$ cat config.mk
export PLATFORM = sky130hd
export DESIGN_NAME = cfg_req_tlp_gen
export DESIGN_NICKNAME = d
export VERILOG_FILES = /design/src/rtl/cfgtlp_pkg.sv /design/src/rtl/cfgtlp_ctrl.sv /design/src/rtl/cfgtlp_datapath.sv /design/src/rtl/cfg_req_tlp_gen.sv
export SDC_FILE = /design/constraint.sdc
export NUM_CORES = 1
export LEC_CHECK = 0
export CAP_MARGIN = 25
export CORE_ASPECT_RATIO = 0.7
export CORE_MARGIN = 2
export CORE_UTILIZATION = 40
export DETAILED_ROUTE_END_ITERATION = 8
export PLACE_DENSITY = 0.75
export SETUP_SLACK_MARGIN = 0.02
export SYNTH_ARGS = -nofsm -noshare
export SYNTH_HDL_FRONTEND = slang
export SYNTH_HIERARCHICAL = 1
export SYNTH_SLANG_ARGS = --single-unit
$ cat constraint.sdc
create_clock -name clk -period 1.9 [get_ports clk]
set_input_delay 0.475 -clock clk [delete_from_list [all_inputs] [get_ports clk]]
set_output_delay 0.475 -clock clk [all_outputs]
set_load 0.01 [all_outputs]
$ cat src/rtl/cfgtlp_pkg.sv
package cfgtlp_pkg;

  typedef enum logic [1:0] {
    BEAT_HDR01 = 2'd0,
    BEAT_HDR2  = 2'd1,
    BEAT_DATA  = 2'd2
  } beat_e;

  typedef struct packed {
    logic  load;    // capture the command fields
    logic  commit;  // end beat accepted this cycle
    beat_e beat;    // which beat is on the output
  } ctrl_strobe_t;

  localparam logic [7:0] FMT_RD_T0 = 8'h04;
  localparam logic [7:0] FMT_RD_T1 = 8'h05;
  localparam logic [7:0] FMT_WR_T0 = 8'h44;
  localparam logic [7:0] FMT_WR_T1 = 8'h45;

endpackage

$ cat src/rtl/cfgtlp_ctrl.sv
module cfgtlp_ctrl
  import cfgtlp_pkg::*;
(
  input  logic         clk,
  input  logic         rstN,
  input  logic         cmdValid,
  input  logic         txReady,
  input  logic         threeBeat,
  output ctrl_strobe_t strobe,
  output logic         cmdReady,
  output logic         txValid,
  output logic         cmdDone
);

  typedef enum logic [1:0] {
    ST_IDLE = 2'd0,
    ST_HDR  = 2'd1,
    ST_MID  = 2'd2,
    ST_TAIL = 2'd3
  } state_e;

  state_e state, stateNext;
  logic   accept;
  logic   beatTaken;
  logic   lastBeat;

  assign cmdReady  = (state == ST_IDLE);
  assign txValid   = (state != ST_IDLE);
  assign accept    = cmdValid && cmdReady;
  assign beatTaken = txValid && txReady;
  assign lastBeat  = ((state == ST_MID) && !threeBeat) || (state == ST_TAIL);

  always_comb begin
    stateNext = state;
    unique case (state)
      ST_IDLE: if (accept)    stateNext = ST_HDR;
      ST_HDR:  if (beatTaken) stateNext = ST_MID;
      ST_MID:  if (beatTaken) stateNext = threeBeat ? ST_TAIL : ST_IDLE;
      ST_TAIL: if (beatTaken) stateNext = ST_IDLE;
      default:                stateNext = ST_IDLE;
    endcase
  end

  always_comb begin
    strobe.load   = accept;
    strobe.commit = beatTaken && lastBeat;
    unique case (state)
      ST_MID:  strobe.beat = BEAT_HDR2;
      ST_TAIL: strobe.beat = BEAT_DATA;
      default: strobe.beat = BEAT_HDR01;
    endcase
  end

  always_ff @(posedge clk) begin
    if (!rstN) begin
      state   <= ST_IDLE;
      cmdDone <= 1'b0;
    end else begin
      state   <= stateNext;
      cmdDone <= strobe.commit;
    end
  end

endmodule

$ cat src/rtl/cfgtlp_datapath.sv
module cfgtlp_datapath
  import cfgtlp_pkg::*;
#(
  parameter int         OFFSET_W    = 12,
  parameter logic [7:0] RD_TAG      = 8'h1D,
  parameter logic [7:0] WR_TAG      = 8'h10,
  parameter int         PRI_BUS_OFS = 24
) (
  input  logic                clk,
  input  logic                rstN,
  input  ctrl_strobe_t        strobe,
  input  logic                cmdWrite,
  input  logic [7:0]          cmdBus,
  input  logic [7:0]          cmdDevFn,
  input  logic [OFFSET_W-1:0] cmdOffset,
  input  logic [2:0]          cmdSize,
  input  logic [31:0]         cmdWrData,
  output logic [63:0]         beatData,
  output logic                beatSop,
  output logic                beatEop,
  output logic                threeBeat,
  output logic [7:0]          rootBus
);

  localparam int LANES     = 4;
  localparam int HDR_OFS_W = 16;

  // command capture
  logic                isWrite;
  logic [7:0]          tgtBus;
  logic [7:0]          tgtDevFn;
  logic [OFFSET_W-1:0] tgtOffset;
  logic [LANES-1:0]    laneBe;
  logic [31:0]         laneData;

  logic [LANES-1:0]    nextBe;
  logic [1:0]          shiftAmt;
  logic [31:0]         shiftedData;
  logic [31:0]         nextData;

  always_comb begin
    unique case (cmdSize)
      3'd1:    begin nextBe = 4'b0001 << cmdOffset[1:0]; shiftAmt = cmdOffset[1:0]; end
      3'd2:    begin nextBe = 4'b0011 << cmdOffset[1:0]; shiftAmt = cmdOffset[1:0]; end
      default: begin nextBe = 4'b1111;                   shiftAmt = 2'd0;            end
    endcase
    shiftedData = cmdWrData << {shiftAmt, 3'b000};
  end

  for (genvar lane = 0; lane < LANES; lane++) begin : g_lane
    assign nextData[8*lane +: 8] = (nextBe[lane] && cmdWrite) ? shiftedData[8*lane +: 8] : 8'h00;
  end

  always_ff @(posedge clk) begin
    if (!rstN) begin
      isWrite   <= 1'b0;
      tgtBus    <= '0;
      tgtDevFn  <= '0;
      tgtOffset <= '0;
      laneBe    <= '0;
      laneData  <= '0;
    end else if (strobe.load) begin
      isWrite   <= cmdWrite;
      tgtBus    <= cmdBus;
      tgtDevFn  <= cmdDevFn;
      tgtOffset <= cmdOffset;
      laneBe    <= nextBe;
      laneData  <= nextData;
    end
  end

  // header build
  logic                typeZero;
  logic [7:0]          fmtType;
  logic [OFFSET_W-1:0] alignedOfs;
  logic [31:0]         hdrWord0;
  logic [31:0]         hdrWord1;
  logic [31:0]         hdrWord2;

  assign typeZero   = (tgtBus == rootBus);
  assign alignedOfs = {tgtOffset[OFFSET_W-1:2], 2'b00};
  assign threeBeat  = isWrite && (tgtOffset[2:0] == 3'd0);

  always_comb begin
    unique case ({isWrite, typeZero})
      2'b01:   fmtType = FMT_RD_T0;
      2'b00:   fmtType = FMT_RD_T1;
      2'b11:   fmtType = FMT_WR_T0;
      default: fmtType = FMT_WR_T1;
    endcase
    hdrWord0 = {fmtType, 14'd0, 10'd1};
    hdrWord1 = {rootBus, 8'h00, (isWrite ? WR_TAG : RD_TAG), 4'h0, laneBe};
    hdrWord2 = {tgtBus, tgtDevFn, HDR_OFS_W'(alignedOfs)};
  end

  // beat assembly
  always_comb begin
    beatData = '0;
    beatSop  = 1'b0;
    beatEop  = 1'b0;
    unique case (strobe.beat)
      BEAT_HDR01: begin
        beatData = {hdrWord1, hdrWord0};
        beatSop  = 1'b1;
      end
      BEAT_HDR2: begin
        beatData = {(threeBeat ? 32'd0 : laneData), hdrWord2};
        beatEop  = !threeBeat;
      end
      default: begin
        beatData = {32'd0, laneData};
        beatEop  = 1'b1;
      end
    endcase
  end

  // root bus tracking
  logic hitsPrimary;
  assign hitsPrimary = isWrite && typeZero && (alignedOfs == OFFSET_W'(PRI_BUS_OFS));

  always_ff @(posedge clk) begin
    if (!rstN)                            rootBus <= 8'h00;
    else if (strobe.commit && hitsPrimary) rootBus <= laneData[7:0];
  end

endmodule

$ cat src/rtl/cfg_req_tlp_gen.sv
module cfg_req_tlp_gen
  import cfgtlp_pkg::*;
#(
  parameter int         OFFSET_W    = 12,
  parameter logic [7:0] RD_TAG      = 8'h1D,
  parameter logic [7:0] WR_TAG      = 8'h10,
  parameter int         PRI_BUS_OFS = 24
) (
  input  logic                clk,
  input  logic                rstN,
  input  logic                cmdValid,
  output logic                cmdReady,
  input  logic                cmdWrite,
  input  logic [7:0]          cmdBus,
  input  logic [7:0]          cmdDevFn,
  input  logic [OFFSET_W-1:0] cmdOffset,
  input  logic [2:0]          cmdSize,
  input  logic [31:0]         cmdWrData,
  output logic                txValid,
  input  logic                txReady,
  output logic [63:0]         txData,
  output logic                txSop,
  output logic                txEop,
  output logic                cmdDone,
  output logic [7:0]          rootBus
);

  ctrl_strobe_t strobe;
  logic         threeBeat;

  cfgtlp_ctrl ctrl_i (
    .clk       (clk),
    .rstN      (rstN),
    .cmdValid  (cmdValid),
    .txReady   (txReady),
    .threeBeat (threeBeat),
    .strobe    (strobe),
    .cmdReady  (cmdReady),
    .txValid   (txValid),
    .cmdDone   (cmdDone)
  );

  cfgtlp_datapath #(
    .OFFSET_W    (OFFSET_W),
    .RD_TAG      (RD_TAG),
    .WR_TAG      (WR_TAG),
    .PRI_BUS_OFS (PRI_BUS_OFS)
  ) dp_i (
    .clk       (clk),
    .rstN      (rstN),
    .strobe    (strobe),
    .cmdWrite  (cmdWrite),
    .cmdBus    (cmdBus),
    .cmdDevFn  (cmdDevFn),
    .cmdOffset (cmdOffset),
    .cmdSize   (cmdSize),
    .cmdWrData (cmdWrData),
    .beatData  (txData),
    .beatSop   (txSop),
    .beatEop   (txEop),
    .threeBeat (threeBeat),
    .rootBus   (rootBus)
  );

endmodule

==> results of run 1 <==
-- area by class of cell --
class | instances | area share [%]
tap | 132 | 2.25
clock inverter | 6 | 0.871
timing repair inverter | 2 | 0.171
sequential | 76 | 21.0
timing repair buffer | 260 | 32.8
inverter | 6 | 0.410
clock buffer | 10 | 3.26
multi-input combinational | 382 | 39.2
-- cells in the mapped netlist (all sizes together), types with 3 or more instances --
| master | count | area, µm² |
|---|---|---|
| nand2 | 85 | 327 |
| a21oi | 21 | 105 |
| o21ai | 41 | 205 |
| a21o | 5 | 37.5 |
| mux2i | 54 | 541 |
| nor4 | 9 | 56.3 |
| nor2b | 11 | 68.8 |
| nor3b | 9 | 67.6 |
| a41o | 8 | 80.1 |
| xnor2 | 9 | 86.3 |
| buf | 22 | 140 |
| and2 | 24 | 150 |
| nand2b | 7 | 43.8 |
| nor2 | 42 | 158 |
| nand4 | 3 | 18.8 |
| dfxtp | 76 | 1520 |
| nor3 | 3 | 25.0 |
| or2 | 3 | 21.3 |
| inv | 4 | 15.0 |
| a221o | 8 | 80.1 |
| a22o | 20 | 175 |
| clkbuf | 22 | 82.6 |
-- metal layers --
metal	vias up	part of all wire, %
li1	2247	-
met1	2459	40
met2	391	45
met5	-	0
met4	0	3.9
met3	94	11
-- final timing paths --
| kind | slack [ns] | start | to | cells past startpoint |
|---|---|---|---|---|
| max reg2reg | -0.22 | dp_i/tgtBus[6]$_SDFFE_PN0P_ | dp_i/rootBus[3]$_SDFFE_PN0P_ | 9 |
| min reg2reg | 0.49 | dp_i/laneBe[1]$_SDFFE_PN0P_ | dp_i/laneBe[1]$_SDFFE_PN0P_ | 2 |
| min | 0.49 | dp_i/laneBe[1]$_SDFFE_PN0P_ | dp_i/laneBe[1]$_SDFFE_PN0P_ | 2 |
| max | -0.35 | ctrl_i/state[1]$_SDFFE_PN0P_ | txData[34] | 6 |
-- critical path: stages (launching register included) --
cell and delay (ns):
dfxtp_4 0.36, nor2b_4 0.20, nor3b_4 0.28, buf_6 0.15, buf_12 0.13, a22o_1 0.17
buf_2 0.14
-- power by group through the flow --
| stage | sequential (mW) | clock, mW | combinational, mW |
|---|---|---|---|
| after global placement | 1.78 | 0 | 0.899 |
| after CTS | 1.76 | 1.75 | 1.03 |
| final | 1.77 | 1.75 | 1.18 |
| after detailed placement | 1.78 | 0 | 0.917 |
| after floorplan | 1.76 | 0 | 0.437 |
| after global routing | 1.78 | 1.83 | 1.23 |
-- state kept, by name (all words and copies together) (netlist names) --
register / flops
dp_i/tgtOffset: 12
dp_i/laneData: 32
dp_i/isWrite: 1
dp_i/laneBe: 4
ctrl_i/cmdDone: 1
dp_i/rootBus: 8
dp_i/tgtBus: 8
dp_i/tgtDevFn: 8
ctrl_i/state: 2
-- per-stage QoR --
stage / cells / setup slack [ns] / total power [mW] / hold slack [ns]
2_1_floorplan: 508 / 0.0158 / 2.20 / 0.430
3_3_place_gp: 814 / -0.490 / 2.68 / 0.461
3_5_place_dp: 814 / -0.584 / 2.70 / 0.463
4_1_cts: 861 / -0.326 / 4.53 / 0.482
5_1_grt: 874 / -0.404 / 4.84 / 0.508
6_report: 874 / -0.351 / 4.71 / 0.487
-- cell families (layout without fill, tap and decap cells) --
logic type | after synthesis | after routing | share of synthesized area, %
AOI/OAI and AO/OA | 115 | 115 | 18.7
buffers and inverters | 50 | 284 | 5.86
muxes | 54 | 54 | 12.9
xor gates and xnor gates | 10 | 10 | 2.27
and+or+nand+nor | 203 | 203 | 23.9
DFF | 76 | 76 | 36.4
-- what timing repair did --
| action | 4_1_cts | 5_1_grt |
|---|---|---|
| cloned | 11 | 2 |
| hold buffers | 0 | 0 |
| pin swaps | 16 | 42 |
| endpoints found under the setup margin | 84 | 100 |
| gates resized for setup | 361 | 107 |
| setup buffers | 21 | 17 |
==> results_dict.tcl, run 1 <==
set metrics [dict create \
    pwr-share-comb_pct 25.1 \
    dp_hpwl_mm 11.3 \
    num_rows 31 \
    synth_fp_nets 576 \
    final_cell_mix "buf_4 (74), clkdlybuf4s50_1 (69), dfxtp_1 (66)" \
    start_util_pct 40.7 \
    sw_frac_of_total_pct 29.1 \
    synth-main-ff-cell "dfxtp_1" \
    async_reset_ff_share_pct 0 \
    ios 145 \
    setup_viol 71 \
    violations "setup timing" \
    hold_path.class "reg2reg" \
    fin_ws_ns -0.351 \
    synthCells 508 \
    power_switching_mw 1.37 \
    final.setup.tns_ns -16.02 \
    cp.required_ns 1.42 \
    synth_edf_count 0 \
    gp_congestion 0.894 \
    skew_ns 0.00634 \
    crit_path_end_kind "primary output" \
    vias_per_cell 5.94 \
    routed_wl_mm 19.2 \
    die_w_um 126 \
    grt_max_degree 27 \
    grt_pass1_vias 4718 \
    drc 0 \
    die_area_um2 11300 \
    diodes 0 \
    vias 5191 \
    cp-start-kind "flop" \
    cts_tree "built" \
    finalMaxSlewViolations 0 \
    worstPathArrival_ns 1.78 \
    grt_pass1_wl_mm 26.2 \
    port_buffers 144 \
    ys_ff_latch 76 \
    design.core.area_um2 10300 \
    grtUsageMet3_pct 8.18 \
    crit_type "reg2out" \
    synthToLayoutAreaGrowth_pct 75.1 \
    drt_iter0_markers 523 \
    avgSynthCellArea_um2 8.24 \
    final_common_cell "buf_4" \
    use_met2_pct 50.0 \
    yosysSeqAreaShare_pct 36.4 \
    powerDensity_nw_per_um2 642 \
    die_y_um 89.6 \
    p_leak_nw 3.38 \
    ant_nets 0 \
    clkSlewWorstSetupHoldPaths_ns 0.06 \
    fin_crit_sh_pct 118 \
    drt-pass1-iter-count 5 \
    cts.htree.levels 3 \
    status "complete, but fails checks" \
    cts_sinks 76 \
    drive_above_1_share_pct 39.9 \
    rsz0062_at_grt "yes" \
    netlist_area_um2 4190 \
    yosys_warnings 6 \
    p_clk_share_pct 37.2 \
    seqPwrFrac_pct 37.7 \
    placed_cell_area_um2 6200 \
    grt-ovfl-total 0 \
    ir_worst_vdd_mv 0.427 \
    fmax_mhz 444 \
    drv_cap 0 \
    final_nets 805 \
    numCtsBuffers 9 \
    relSlewSlack_pct 58.7 \
    regArea_um2 1540 \
    clockBufferDepth 2 \
    routedWlPerCell_um 21.9 \
    clockRootBuffer "clkbuf_16" \
    timing_hold_violations_final 0 \
    met1_usage_pct 40.0 \
    busiest_layer "met2" \
    synth_cell_types 48 \
    antenna_found_initial 0 \
    crit_fanout 10 \
    n_fill_cell 697 \
    clk_latency_ns 0.34 \
    period_minus_slack_ns 2.25 \
    final_core_util_pct 71.3 \
    multi_input_area_um2 2870 \
    worst_pin_slew_ns 0.614 \
    design_area_um2 7330 \
    grt_util_all_layers_pct 30.6 \
    p_int_mw 3.34 \
]
Power figures use the tool's default switching activity.
==> run 2, diff against run 1 <==
Settings changed: CORE_UTILIZATION 40 to 41, PLACE_DENSITY 0.75 to 0.77.
==> results_dict.tcl, run 2 (same netlist as run 1, synthesis figures left out) <==
set metrics [dict create \
    vias 4976 \
    clkSlewWorstSetupHoldPaths_ns 0.06 \
    crit_path_start "dp_i/tgtOffset[0]$_SDFFE_PN0P_" \
    holdWs_ns 0.476 \
    rsz0062_at_grt "yes" \
    drv_cap 0 \
    antenna_found_initial 0 \
    design.core.area_um2 9800 \
    grt_pass1_vias 4568 \
    num_rows 30 \
    die_w_um 125 \
    final_common_cell "buf_4" \
    routedWlPerCell_um 20.6 \
    reg.largest.list "dp_i/laneData x32, dp_i/tgtOffset x12" \
    multi_input_area_um2 2890 \
    grt_util_all_layers_pct 29.7 \
    timing_hold_violations_final 0 \
    synthToLayoutAreaGrowth_pct 74.6 \
    worst_r2r_path_depth 9 \
    drt_iter0_markers 534 \
    fin_ws_ns -0.350 \
    fin_crit_sh_pct 118 \
    max_flop_register "dp_i/laneData" \
    finalMaxSlewViolations 0 \
    die_area_um2 11000 \
    dp_hpwl_mm 11.3 \
    ios 145 \
    powerDensity_nw_per_um2 620 \
    die_y_um 88.5 \
    drive_above_1_share_pct 41.2 \
    cts.htree.levels 3 \
    crit_path_end_kind "primary output" \
    r2r_end "dp_i/rootBus[5]$_SDFFE_PN0P_" \
    status "complete, but fails checks" \
    clk_latency_ns 0.34 \
    grt_max_degree 28 \
    worstPathArrival_ns 1.78 \
    cts_tree "built" \
    drt-pass1-iter-count 5 \
    port_buffers 144 \
    final_cell_mix "buf_4 (72), clkdlybuf4s50_1 (70), dfxtp_1 (67)" \
    grt-ovfl-total 0 \
    final_nets 801 \
    start_util_pct 42.7 \
    ir_worst_vdd_mv 0.398 \
    gp_congestion 0.878 \
    vias_per_cell 5.75 \
    fmax_mhz 444 \
    routed_wl_mm 17.8 \
    crit_fanout 5 \
    reg2reg_slack_ns 0.02 \
    worst_pin_slew_ns 0.403 \
    largest_reg_flops 32 \
    clockBufferDepth 2 \
    crit_type "reg2out" \
    violations "setup timing" \
    p_leak_nw 3.41 \
    period_minus_slack_ns 2.25 \
    numCtsBuffers 9 \
    hold_path.class "reg2reg" \
    r2r_start "dp_i/isWrite$_SDFFE_PN0P_" \
    regArea_um2 1540 \
    cp.required_ns 1.42 \
    n_fill_cell 657 \
    skew_ns 0.00540 \
    pre_cts_slack_ns -0.492 \
    power.total_mw 4.53 \
    cp-start-kind "flop" \
    drc 0 \
    grt_pass1_wl_mm 25.2 \
    final_cells 866 \
    diodes 0 \
    endpoint "txEop" \
    ant_nets 0 \
    clockRootBuffer "clkbuf_16" \
    dp.cells 808 \
    cts_sinks 76 \
    relSlewSlack_pct 72.4 \
    setup_viol 64 \
]
-- run 2: changes by cell type in the layout (fill, tap and decap cells not counted), sizes merged --
cell	before	now
buf	180	179
bufinv	1	0
clkbuf	12	17
clkdlybuf4s15	2	0
clkdlybuf4s50	69	70
clkinv	4	2
clkinvlp	6	1
dlygate4sd2	3	2
dlymetal6s2s	4	5
inv	3	4
-- run 2: per-layer routing --
metal  global-route usage, %  vias to the layer above  part of all wire [%]
li1                        -                     2231                     -
met1                    39.5                     2362                    41
met2                    49.5                      344                    47
met3                    7.26                       39                   9.3
met4                    7.15                        0                   2.2
met5                       0                        -                     0
-- run 2: critical path, stage by stage, from the launching register on --
cell and delay, ns:
dfxtp_2 0.34, nor4b_4 0.38, nor3b_4 0.09, buf_4 0.16
buf_6 0.13, or2_4 0.23, buf_6 0.12
-- run 2: report_power, final --
part / leakage, nW / total, mW / switching (mW) / internal (mW)
Sequential: 0.624 / 1.77 / 0.0925 / 1.68
Clock: 0.140 / 1.64 / 0.648 / 0.992
Combinational: 2.65 / 1.12 / 0.531 / 0.585
Total: 3.41 / 4.53 / 1.27 / 3.26
-- run 2: timing repair --
| item | CTS | global route |
|---|---|---|
| cloned | 8 | 3 |
| hold buffers | 0 | 0 |
| setup endpoints to repair | 84 | 96 |
| resized for setup | 412 | 104 |
| pin swaps | 22 | 35 |
| buffers inserted | 21 | 23 |
-- run 2: how the worst min path moves through the flow --
stage                                              start                              to  slack [ns]  cells after the start
after global placement       dp_i/laneBe[3]$_SDFFE_PN0P_     dp_i/laneBe[3]$_SDFFE_PN0P_        0.46                      2
after detailed placement     dp_i/laneBe[3]$_SDFFE_PN0P_     dp_i/laneBe[3]$_SDFFE_PN0P_        0.46                      2
final                        dp_i/laneBe[3]$_SDFFE_PN0P_     dp_i/laneBe[3]$_SDFFE_PN0P_        0.48                      2
after CTS                    dp_i/laneBe[3]$_SDFFE_PN0P_     dp_i/laneBe[3]$_SDFFE_PN0P_        0.47                      2
after floorplan           dp_i/laneData[13]$_SDFFE_PN0P_  dp_i/laneData[13]$_SDFFE_PN0P_        0.43                      2
after global routing         dp_i/laneBe[3]$_SDFFE_PN0P_     dp_i/laneBe[3]$_SDFFE_PN0P_        0.50                      2
-- run 2: final cells by class --
| cell class | instances | share of cell area, % |
|---|---|---|
| Tap cell | 128 | 2.19 |
| Clock inverter | 1 | 0.0685 |
| Clock buffer | 15 | 3.80 |
| Sequential cell | 76 | 21.0 |
| Multi-Input combinational cell | 382 | 39.6 |
| Timing Repair Buffer | 258 | 33.0 |
| Inverter | 6 | 0.359 |
-- run 2: per-stage QoR --
step	setup TNS, ns	area [µm²]	utilization (%)
after floorplan	0	4200	-
after global placement	-24.74	6160	62.9
after detailed placement	-26.99	6160	62.9
after CTS	-11.66	6870	70.2
after global routing	-19.06	7310	74.6
final	-15.53	7310	74.6
